### src/rtl/trig_pkg.sv
package trig_pkg;
  // Per-channel strobes from control to datapath
  typedef struct packed {
    logic hiCross;  // positive rising edge, for rate counting
    logic loCross;  // negative rising edge, for rate counting
    logic hiOpen;   // load positive window
    logic loOpen;   // load negative window
    logic clear;    // close both windows
  } chStrobe_t;
endpackage

### src/rtl/window_stretch.sv
module window_stretch #(
  parameter int WIN_W = 8
) (
  input  logic             clk,
  input  logic             rstN,
  input  logic             open,
  input  logic             clear,
  input  logic [WIN_W-1:0] len,
  output logic             active
);
  logic [WIN_W-1:0] left;

  always_ff @(posedge clk or negedge rstN) begin
    if (!rstN)              left <= '0;
    else if (clear)         left <= '0;
    else if (open)          left <= len;
    else if (left != '0)    left <= left - 1'b1;
  end

  assign active = (left != '0);


  clear_closes_chk: assert property (@(posedge clk) disable iff (!rstN)
    clear |=> !active);
endmodule

### src/rtl/sat_counter.sv
module sat_counter #(
  parameter int CNT_W = 16
) (
  input  logic             clk,
  input  logic             rstN,
  input  logic             inc,
  output logic [CNT_W-1:0] value
);
  localparam logic [CNT_W-1:0] CntMax = '1;

  always_ff @(posedge clk or negedge rstN) begin
    if (!rstN)                          value <= '0;
    else if (inc && value != CntMax)    value <= value + 1'b1;
  end


  cnt_saturate_chk: assert property (@(posedge clk) disable iff (!rstN)
    (value == CntMax) |=> (value == CntMax));

  cnt_monotonic_chk: assert property (@(posedge clk) disable iff (!rstN)
    value >= $past(value));
endmodule

### src/rtl/trig_ctrl.sv
module trig_ctrl
  import trig_pkg::*;
#(
  parameter int NUM_CH = 4
) (
  input  logic                     clk,
  input  logic                     rstN,
  input  logic [NUM_CH-1:0]        hiCmp,
  input  logic [NUM_CH-1:0]        loCmp,
  input  logic                     directMode,
  input  logic                     winZero,
  input  logic [NUM_CH-1:0]        hiActive,
  input  logic [NUM_CH-1:0]        loActive,
  output chStrobe_t [NUM_CH-1:0]   strobes,
  output logic [NUM_CH-1:0]        trigOut,
  output logic [NUM_CH-1:0]        monHi,
  output logic [NUM_CH-1:0]        monLo
);
  logic [NUM_CH-1:0] hiPrev, loPrev, hiEdge, loEdge, fire;
  logic armed;

  assign armed  = !directMode && !winZero;
  assign hiEdge = hiCmp & ~hiPrev;
  assign loEdge = loCmp & ~loPrev;

  for (genvar ch = 0; ch < NUM_CH; ch++) begin : g_ch
    assign fire[ch] = armed && (hiEdge[ch] || hiActive[ch])
                            && (loEdge[ch] || loActive[ch]);
    assign strobes[ch] = '{hiCross: hiEdge[ch],
                           loCross: loEdge[ch],
                           hiOpen:  armed && hiEdge[ch],
                           loOpen:  armed && loEdge[ch],
                           clear:   fire[ch] || !armed};


    trig_single_chk: assert property (@(posedge clk) disable iff (!rstN)
      trigOut[ch] |=> !trigOut[ch]);
  end

  always_ff @(posedge clk or negedge rstN) begin
    if (!rstN) begin
      hiPrev  <= '0;
      loPrev  <= '0;
      trigOut <= '0;
      monHi   <= '0;
      monLo   <= '0;
    end else begin
      hiPrev  <= hiCmp;
      loPrev  <= loCmp;
      trigOut <= fire;
      monHi   <= directMode ? hiCmp : '0;
      monLo   <= directMode ? loCmp : '0;
    end
  end


  direct_quiet_chk: assert property (@(posedge clk) disable iff (!rstN)
    $past(directMode) |-> (trigOut == '0));

  winzero_quiet_chk: assert property (@(posedge clk) disable iff (!rstN)
    $past(winZero) |-> (trigOut == '0));
endmodule

### src/rtl/trig_datapath.sv
module trig_datapath
  import trig_pkg::*;
#(
  parameter int NUM_CH = 4,
  parameter int WIN_W  = 8,
  parameter int CNT_W  = 16
) (
  input  logic                      clk,
  input  logic                      rstN,
  input  logic [WIN_W-1:0]          winLen,
  input  chStrobe_t [NUM_CH-1:0]    strobes,
  output logic [NUM_CH-1:0]         hiActive,
  output logic [NUM_CH-1:0]         loActive,
  output logic [NUM_CH*CNT_W-1:0]   hiCount,
  output logic [NUM_CH*CNT_W-1:0]   loCount
);
  for (genvar ch = 0; ch < NUM_CH; ch++) begin : g_ch
    window_stretch #(.WIN_W(WIN_W)) u_hiWin (
      .clk(clk), .rstN(rstN), .open(strobes[ch].hiOpen),
      .clear(strobes[ch].clear), .len(winLen), .active(hiActive[ch]));
    window_stretch #(.WIN_W(WIN_W)) u_loWin (
      .clk(clk), .rstN(rstN), .open(strobes[ch].loOpen),
      .clear(strobes[ch].clear), .len(winLen), .active(loActive[ch]));
    sat_counter #(.CNT_W(CNT_W)) u_hiCnt (
      .clk(clk), .rstN(rstN), .inc(strobes[ch].hiCross),
      .value(hiCount[ch*CNT_W +: CNT_W]));
    sat_counter #(.CNT_W(CNT_W)) u_loCnt (
      .clk(clk), .rstN(rstN), .inc(strobes[ch].loCross),
      .value(loCount[ch*CNT_W +: CNT_W]));
  end
endmodule

### src/rtl/bipolar_trigger.sv
module bipolar_trigger
  import trig_pkg::*;
#(
  parameter int NUM_CH = 4,
  parameter int WIN_W  = 8,
  parameter int CNT_W  = 16
) (
  input  logic                    clk,
  input  logic                    rstN,
  input  logic [NUM_CH-1:0]       hiCmp,
  input  logic [NUM_CH-1:0]       loCmp,
  input  logic [WIN_W-1:0]        winLen,
  input  logic                    directMode,
  output logic [NUM_CH-1:0]       trigOut,
  output logic [NUM_CH-1:0]       monHi,
  output logic [NUM_CH-1:0]       monLo,
  output logic [NUM_CH*CNT_W-1:0] hiCount,
  output logic [NUM_CH*CNT_W-1:0] loCount
);
  chStrobe_t [NUM_CH-1:0] strobes;
  logic [NUM_CH-1:0] hiActive, loActive;
  logic winZero;

  assign winZero = (winLen == '0);

  trig_ctrl #(.NUM_CH(NUM_CH)) u_ctrl (
    .clk(clk), .rstN(rstN), .hiCmp(hiCmp), .loCmp(loCmp),
    .directMode(directMode), .winZero(winZero),
    .hiActive(hiActive), .loActive(loActive), .strobes(strobes),
    .trigOut(trigOut), .monHi(monHi), .monLo(monLo));

  trig_datapath #(.NUM_CH(NUM_CH), .WIN_W(WIN_W), .CNT_W(CNT_W)) u_dp (
    .clk(clk), .rstN(rstN), .winLen(winLen), .strobes(strobes),
    .hiActive(hiActive), .loActive(loActive),
    .hiCount(hiCount), .loCount(loCount));
endmodule

### config.mk
export PLATFORM = sky130hd
export DESIGN_NAME = bipolar_trigger
export DESIGN_NICKNAME = d
export VERILOG_FILES = /design/src/rtl/trig_pkg.sv /design/src/rtl/window_stretch.sv /design/src/rtl/sat_counter.sv /design/src/rtl/trig_ctrl.sv /design/src/rtl/trig_datapath.sv /design/src/rtl/bipolar_trigger.sv
export SDC_FILE = /design/constraint.sdc
export NUM_CORES = 1
export LEC_CHECK = 0
export CAP_MARGIN = 40
export CORE_ASPECT_RATIO = 1.25
export CORE_MARGIN = 8
export CORE_UTILIZATION = 50
export DETAILED_ROUTE_END_ITERATION = 10
export PLACE_DENSITY = 0.81
export SLEW_MARGIN = 20
export SYNTH_ARGS = -nofsm -noshare
export SYNTH_HDL_FRONTEND = slang
export SYNTH_SLANG_ARGS = --single-unit
### constraint.sdc
create_clock -name clk -period 2.6 [get_ports clk]
set_input_delay 0.78 -clock clk [delete_from_list [all_inputs] [get_ports clk]]
set_output_delay 0.78 -clock clk [all_outputs]
set_load 0.02 [all_outputs]
== After elaboration in Yosys (flattened, before gate mapping) ==
Cells that the tools add are included.

* Bits in registers: 212
* Input bits: 19
* Output and inout port bits: 140
* Logic and storage cells: 132

* $add $sub $neg: 16
* Equality and inequality tests: 8
* Muxes and demuxes: 26
* Bitwise operators: 4
* Reduce and logical (&&, ||, !) cells: 57

{| class="wikitable"
|+ Operator list
! cell !! number
|-
| $mux 8 || 24
|-
| $add 16x1->16 const B || 8
|-
| $ne 16x16->1 const B || 8
|-
| $reduce_bool 8->1 || 8
|-
| $sub 8x1->8 const B || 8
|-
| $logic_and 1x1->1 || 25
|-
| $reduce_bool 3->1 || 8
|-
| $logic_or 1x1->1 || 12
|-
| $and 4x4->4 || 2
|-
| $logic_not 8->1 || 1
|-
| $mux 4 || 2
|-
| $not 4->4 || 2
|-
| $logic_not 1->1 || 3
|}

== Longest topological paths before layout ==
* Word-level depth: 7
* Gate-level depth with buffers: 8
* Gate-level depth less buffers: 7

== Modules after synthesis ==
From an unflattened synthesis, not the netlist that was laid out.

* Cell total of the unflattened synthesis: 1,054
* Area total of the unflattened synthesis: 11,698.7 um^2

{| class="wikitable"
|+ By module, submodules not included
! module !! instances !! cells each !! area each (um^2) !! sequential area each (um^2)
|-
| sat_counter || 8 || 72 || 859.6 || 400.4
|-
| window_stretch || 8 || 52 || 508.0 || 200.2
|-
| trig_ctrl || 1 || 59 || 739.5 || 500.5
|-
| bipolar_trigger || 1 || 3 || 18.8 || 0.0
|}

== Worst setup path after synthesis ==
Ideal clock, no wire load.

* Path type: input-to-reg
* From: input winLen[4]
* To: register u_dp.g_ch[1].u_loWin.left[1]
* Library setup time: 0.078 ns
* Data arrival time: 2.238 ns
* Required time: 2.522 ns
* Path slack: 0.284 ns
* Stages on the path: 7
* Path buffers: 2
* Cells stage by stage: clkbuf_1 > nor4_1 > a21o_1 > clkbuf_1 > o31ai_1 > a211o_1 > a21oi_1

* Cells in the longest elaborated chain, start to end: 7
* Elaborated cells on any way between the ends: 11
* Classes of those cells: mux (2); reduce/logical (9)

{| class="wikitable"
|+ Ends and longest elaborated chain
! element !! RTL line !! source
|-
| from (decl) || bipolar_trigger.sv:12 || <nowiki>input logic [WIN_W-1:0] winLen,</nowiki>
|-
| $logic_not 8->1 * || bipolar_trigger.sv:24 || <nowiki>assign winZero = (winLen == '0);</nowiki>
|-
| $logic_not 1->1 * || trig_ctrl.sv:22 || <nowiki>assign armed = !directMode && !winZero;</nowiki>
|-
| $logic_and 1x1->1 * || trig_ctrl.sv:22 ||
|-
| $logic_and 1x1->1 || trig_ctrl.sv:27 || <nowiki>assign fire[ch] = armed && (hiEdge[ch] || hiActive[ch])</nowiki>
|-
| $logic_and 1x1->1 || trig_ctrl.sv:28 || <nowiki>&& (loEdge[ch] || loActive[ch]);</nowiki>
|-
| $logic_or 1x1->1 || trig_ctrl.sv:33 || <nowiki>clear: fire[ch] || !armed};</nowiki>
|-
| $reduce_bool 3->1 (no source line) or $mux 8 (tied branches) || n/a ||
|-
| to (signal assigned) || window_stretch.sv:16 || <nowiki>else if (open) left <= len;</nowiki>
|-
| to (signal assigned) || window_stretch.sv:17 || <nowiki>else if (left != '0) left <= left - 1'b1;</nowiki>
|-
| to (decl) || window_stretch.sv:11 || <nowiki>logic [WIN_W-1:0] left;</nowiki>
|}

Every way passes the cells marked *; elsewhere a longest branch is shown, timed or not.
A chain may end at the register's enable or synchronous reset.

== Worst setup path in the final report ==
* From: register u_dp.g_ch[3].u_hiCnt.value[3]
* To: output hiCount[51]

{| class="wikitable"
|+ RTL lines
! element !! RTL line !! source
|-
| from (decl) || sat_counter.sv:7 || <nowiki>output logic [CNT_W-1:0] value</nowiki>
|-
| from (signal assigned) || sat_counter.sv:13 || <nowiki>else if (inc && value != CntMax) value <= value + 1'b1;</nowiki>
|-
| to (decl) || bipolar_trigger.sv:17 || <nowiki>output logic [NUM_CH*CNT_W-1:0] hiCount,</nowiki>
|}

No word-level cell between the ends.

==> results.cfg <==
[outcome]
status = finished clean

[sta]
final.min_clock_period_ns = 2.39
max_slew_margin_pct = 53.9
finalMaxSlewViolations = 0
skew_ns = 0.0131
hold_violations = 0
grt_setup_unrepaired = false
setup_viol = 0
fin_crit_sh_pct = 91.8
final.setup.tns_ns = 0
tightest_slew_ns = 0.684
fmax_mhz = 419

[detailed_routing]
wl_per_cell_um = 16.6
wl_um = 24600
firstDrtPassIters = 5
num_vias = 8228
ant_nets = 0
drc = 0
vias_per_cell = 5.56
dr.first_iter.drc_count = 408

[global_routing]
grt_max_degree = 66
grt_pass1_vias = 8281
antenna_found_initial = 0
grt_pass1_wl_um = 40300
grt.overflow.total = 0
grtUsageTotal_pct = 19.1

[floorplanning]
initial_core_util_pct = 51.1
die_area_sq_um = 25500
die-height_um = 177
core_sq_um = 20200
die_x_um = 144
rows = 58
io_pins = 159

[setup_path]
required_ns = 1.82
endpoint_kind = primary output
path_class = flop to primary output
crit_chain = clkdlybuf4s50_1
path_depth = 1
cp_max_fo = 6
critPathArrivalTime_ns = 1.61
critPathTopFamily = buffers and inverters
ff2ff_path_depth = 5
crit_slowest_cell = clkdlybuf4s50_1
cp_num_buf_inv = 1
critPathMaxStageDelay_ns = 0.65
crit_path_start_kind = flop

[power]
irDropWorstVdd_mv = 0.840
power.density_nw_per_um2 = 1030
leakage_nw = 5.75

[finish]
n_antenna_cell = 0
drive_gt1_share_pct = 8.51
fin_nets = 1242
final_cell_mix = dfrtp_1 (212), clkdlybuf4s50_1 (157), nor2_1 (111)
syn_to_final_growth_pct = 27.6
layout.cells.most_common = dfrtp_1
finalInstanceArea_sq_um = 13200

[clock_tree]
cts_tree = built
cts_setup_buffers = 0
hold_buffers = 0
clockRootBuffer = clkbuf_16
cts_buffers = 22
clock_path_buffers = 3
htreeDepth = 1
postCtsResizedCells = 0
clock_sinks = 212
clk_pin_slew_ns = 0.06
insertion_delay_ns = 0.51

[yosys]
synth-adder-area-share_pct = 2.43
ys_types = 58
synth-simple-area-share_pct = 21.6
synth_area_sq_um = 10300
synth_top_family_by_area = simple AND/OR/NAND/NOR gates
synth_top_cell_area_share_pct = 51.4
synthCells = 1001
ys_ff_latch = 212
netlist_top_cells_area = dfrtp_1 (51%), xnor2_1 (8.2%), xor2_1 (4.4%)
synth.area.mux_share_pct = 1.30
synth_sequential_area_ratio_pct = 51.4
syn-num-nets = 1040
async_flop_share_pct = 100
synth_edf_count = 0
synth_compound_area_share_pct = 8.60
yosysTopAreaCell = dfrtp_1
synth.avg_cell_area_sq_um = 10.3
synthXorXnorAreaFrac_pct = 12.6
ys_warn_count = 0
synth_ff_type = dfrtp_1

[min_path]
hp-class = input port to async pin

[job]
maxCapViolations = 0

[placed_design]
place_area_sq_um = 12500
place_congestion = 0.841
portBuffers = 158
dp.final_hpwl_um = 17500
[cells by family after synthesis]
group           count (synthesis)
buf+inv                        56
mux                            12
fa+ha+maj                      20
compound gates                121
flops                         212
xor+xnor                      148
simple gates                  432
[stage by stage]
step | hold WS (ns) | total power [mW] | util (%) | instances | worst slack [ns]
after detailed placement | 0.482 | 10.7 | 62.1 | 1448 | -0.113
after floorplan | 0.483 | 8.70 | - | 1001 | 0.284
after CTS | 0.236 | 13.7 | 65.2 | 1480 | 0.182
final | 0.226 | 13.6 | 65.3 | 1481 | 0.212
after global routing | 0.255 | 14.5 | 65.3 | 1481 | 0.0997
after global placement | 0.473 | 10.5 | 62.1 | 1447 | -0.0431
[synthesized netlist by cell type, types with 4 or more instances]
cell type,count
nand4_1,23
clkbuf_1,25
and4_1,15
or3_1,5
nor4_1,20
ha_1,20
xnor2_1,96
or2_2,5
a211oi_1,45
nand2b_1,13
mux2_2,11
buf_1,4
nand2_1,80
o21ai_0,5
inv_1,25
a31oi_1,6
or4_1,9
nor3b_1,6
nor2_1,111
and2_1,13
nor3_1,38
and3_1,16
o31ai_1,7
nand3_1,53
xor2_1,52
dfrtp_1,212
nor2b_1,11
o2111ai_1,5
a21oi_1,23
[state kept, by name, indices dropped and copies added (netlist names)]
name	count
u_ctrl.hiPrev	4
u_ctrl.loPrev	4
u_ctrl.monHi	4
u_ctrl.monLo	4
u_ctrl.trigOut	4
u_dp.g_ch.u_hiCnt.value	64
u_dp.g_ch.u_hiWin.left	32
u_dp.g_ch.u_loCnt.value	64
u_dp.g_ch.u_loWin.left	32
[path summary, 6_finish.rpt]
kind	end	slack, ns	startpoint
worst max register to register	u_dp.g_ch[1].u_loWin.left[4]	0.25	u_dp.g_ch[1].u_hiWin.left[4]
worst min-delay path	u_dp.g_ch[0].u_loCnt.value[0]	0.23	rstN
min in group clk	u_dp.g_ch[1].u_hiCnt.value[11]	0.49	u_dp.g_ch[1].u_hiCnt.value[11]
max in group asynchronous	u_ctrl.trigOut[3]	1.71	rstN
worst min register to register	u_dp.g_ch[1].u_hiCnt.value[11]	0.49	u_dp.g_ch[1].u_hiCnt.value[11]
worst max-delay path	hiCount[51]	0.21	u_dp.g_ch[3].u_hiCnt.value[3]
[layer usage]
metal  track usage [%]  wire length [um]
met1              23.8             10200
met2              32.9             12400
met3              3.73              1490
met4              5.61               484
met5                 0                 0
[layout make-up]
class,instances,area (sq um)
multi-input combinational,733,4800
tap,270,338
fill,1634,7010
sequential,212,5310
timing repair buffer,209,2000
inverter,25,93.8
clock buffer,30,622
clock inverter,2,10.0
[power breakdown]
part	leakage [nW]	switching, mW	internal [mW]
Sequential	2.80	0.891	4.08
Clock	0.312	1.22	1.65
Combinational	2.64	2.98	2.75
Power figures use the tool's default switching activity.
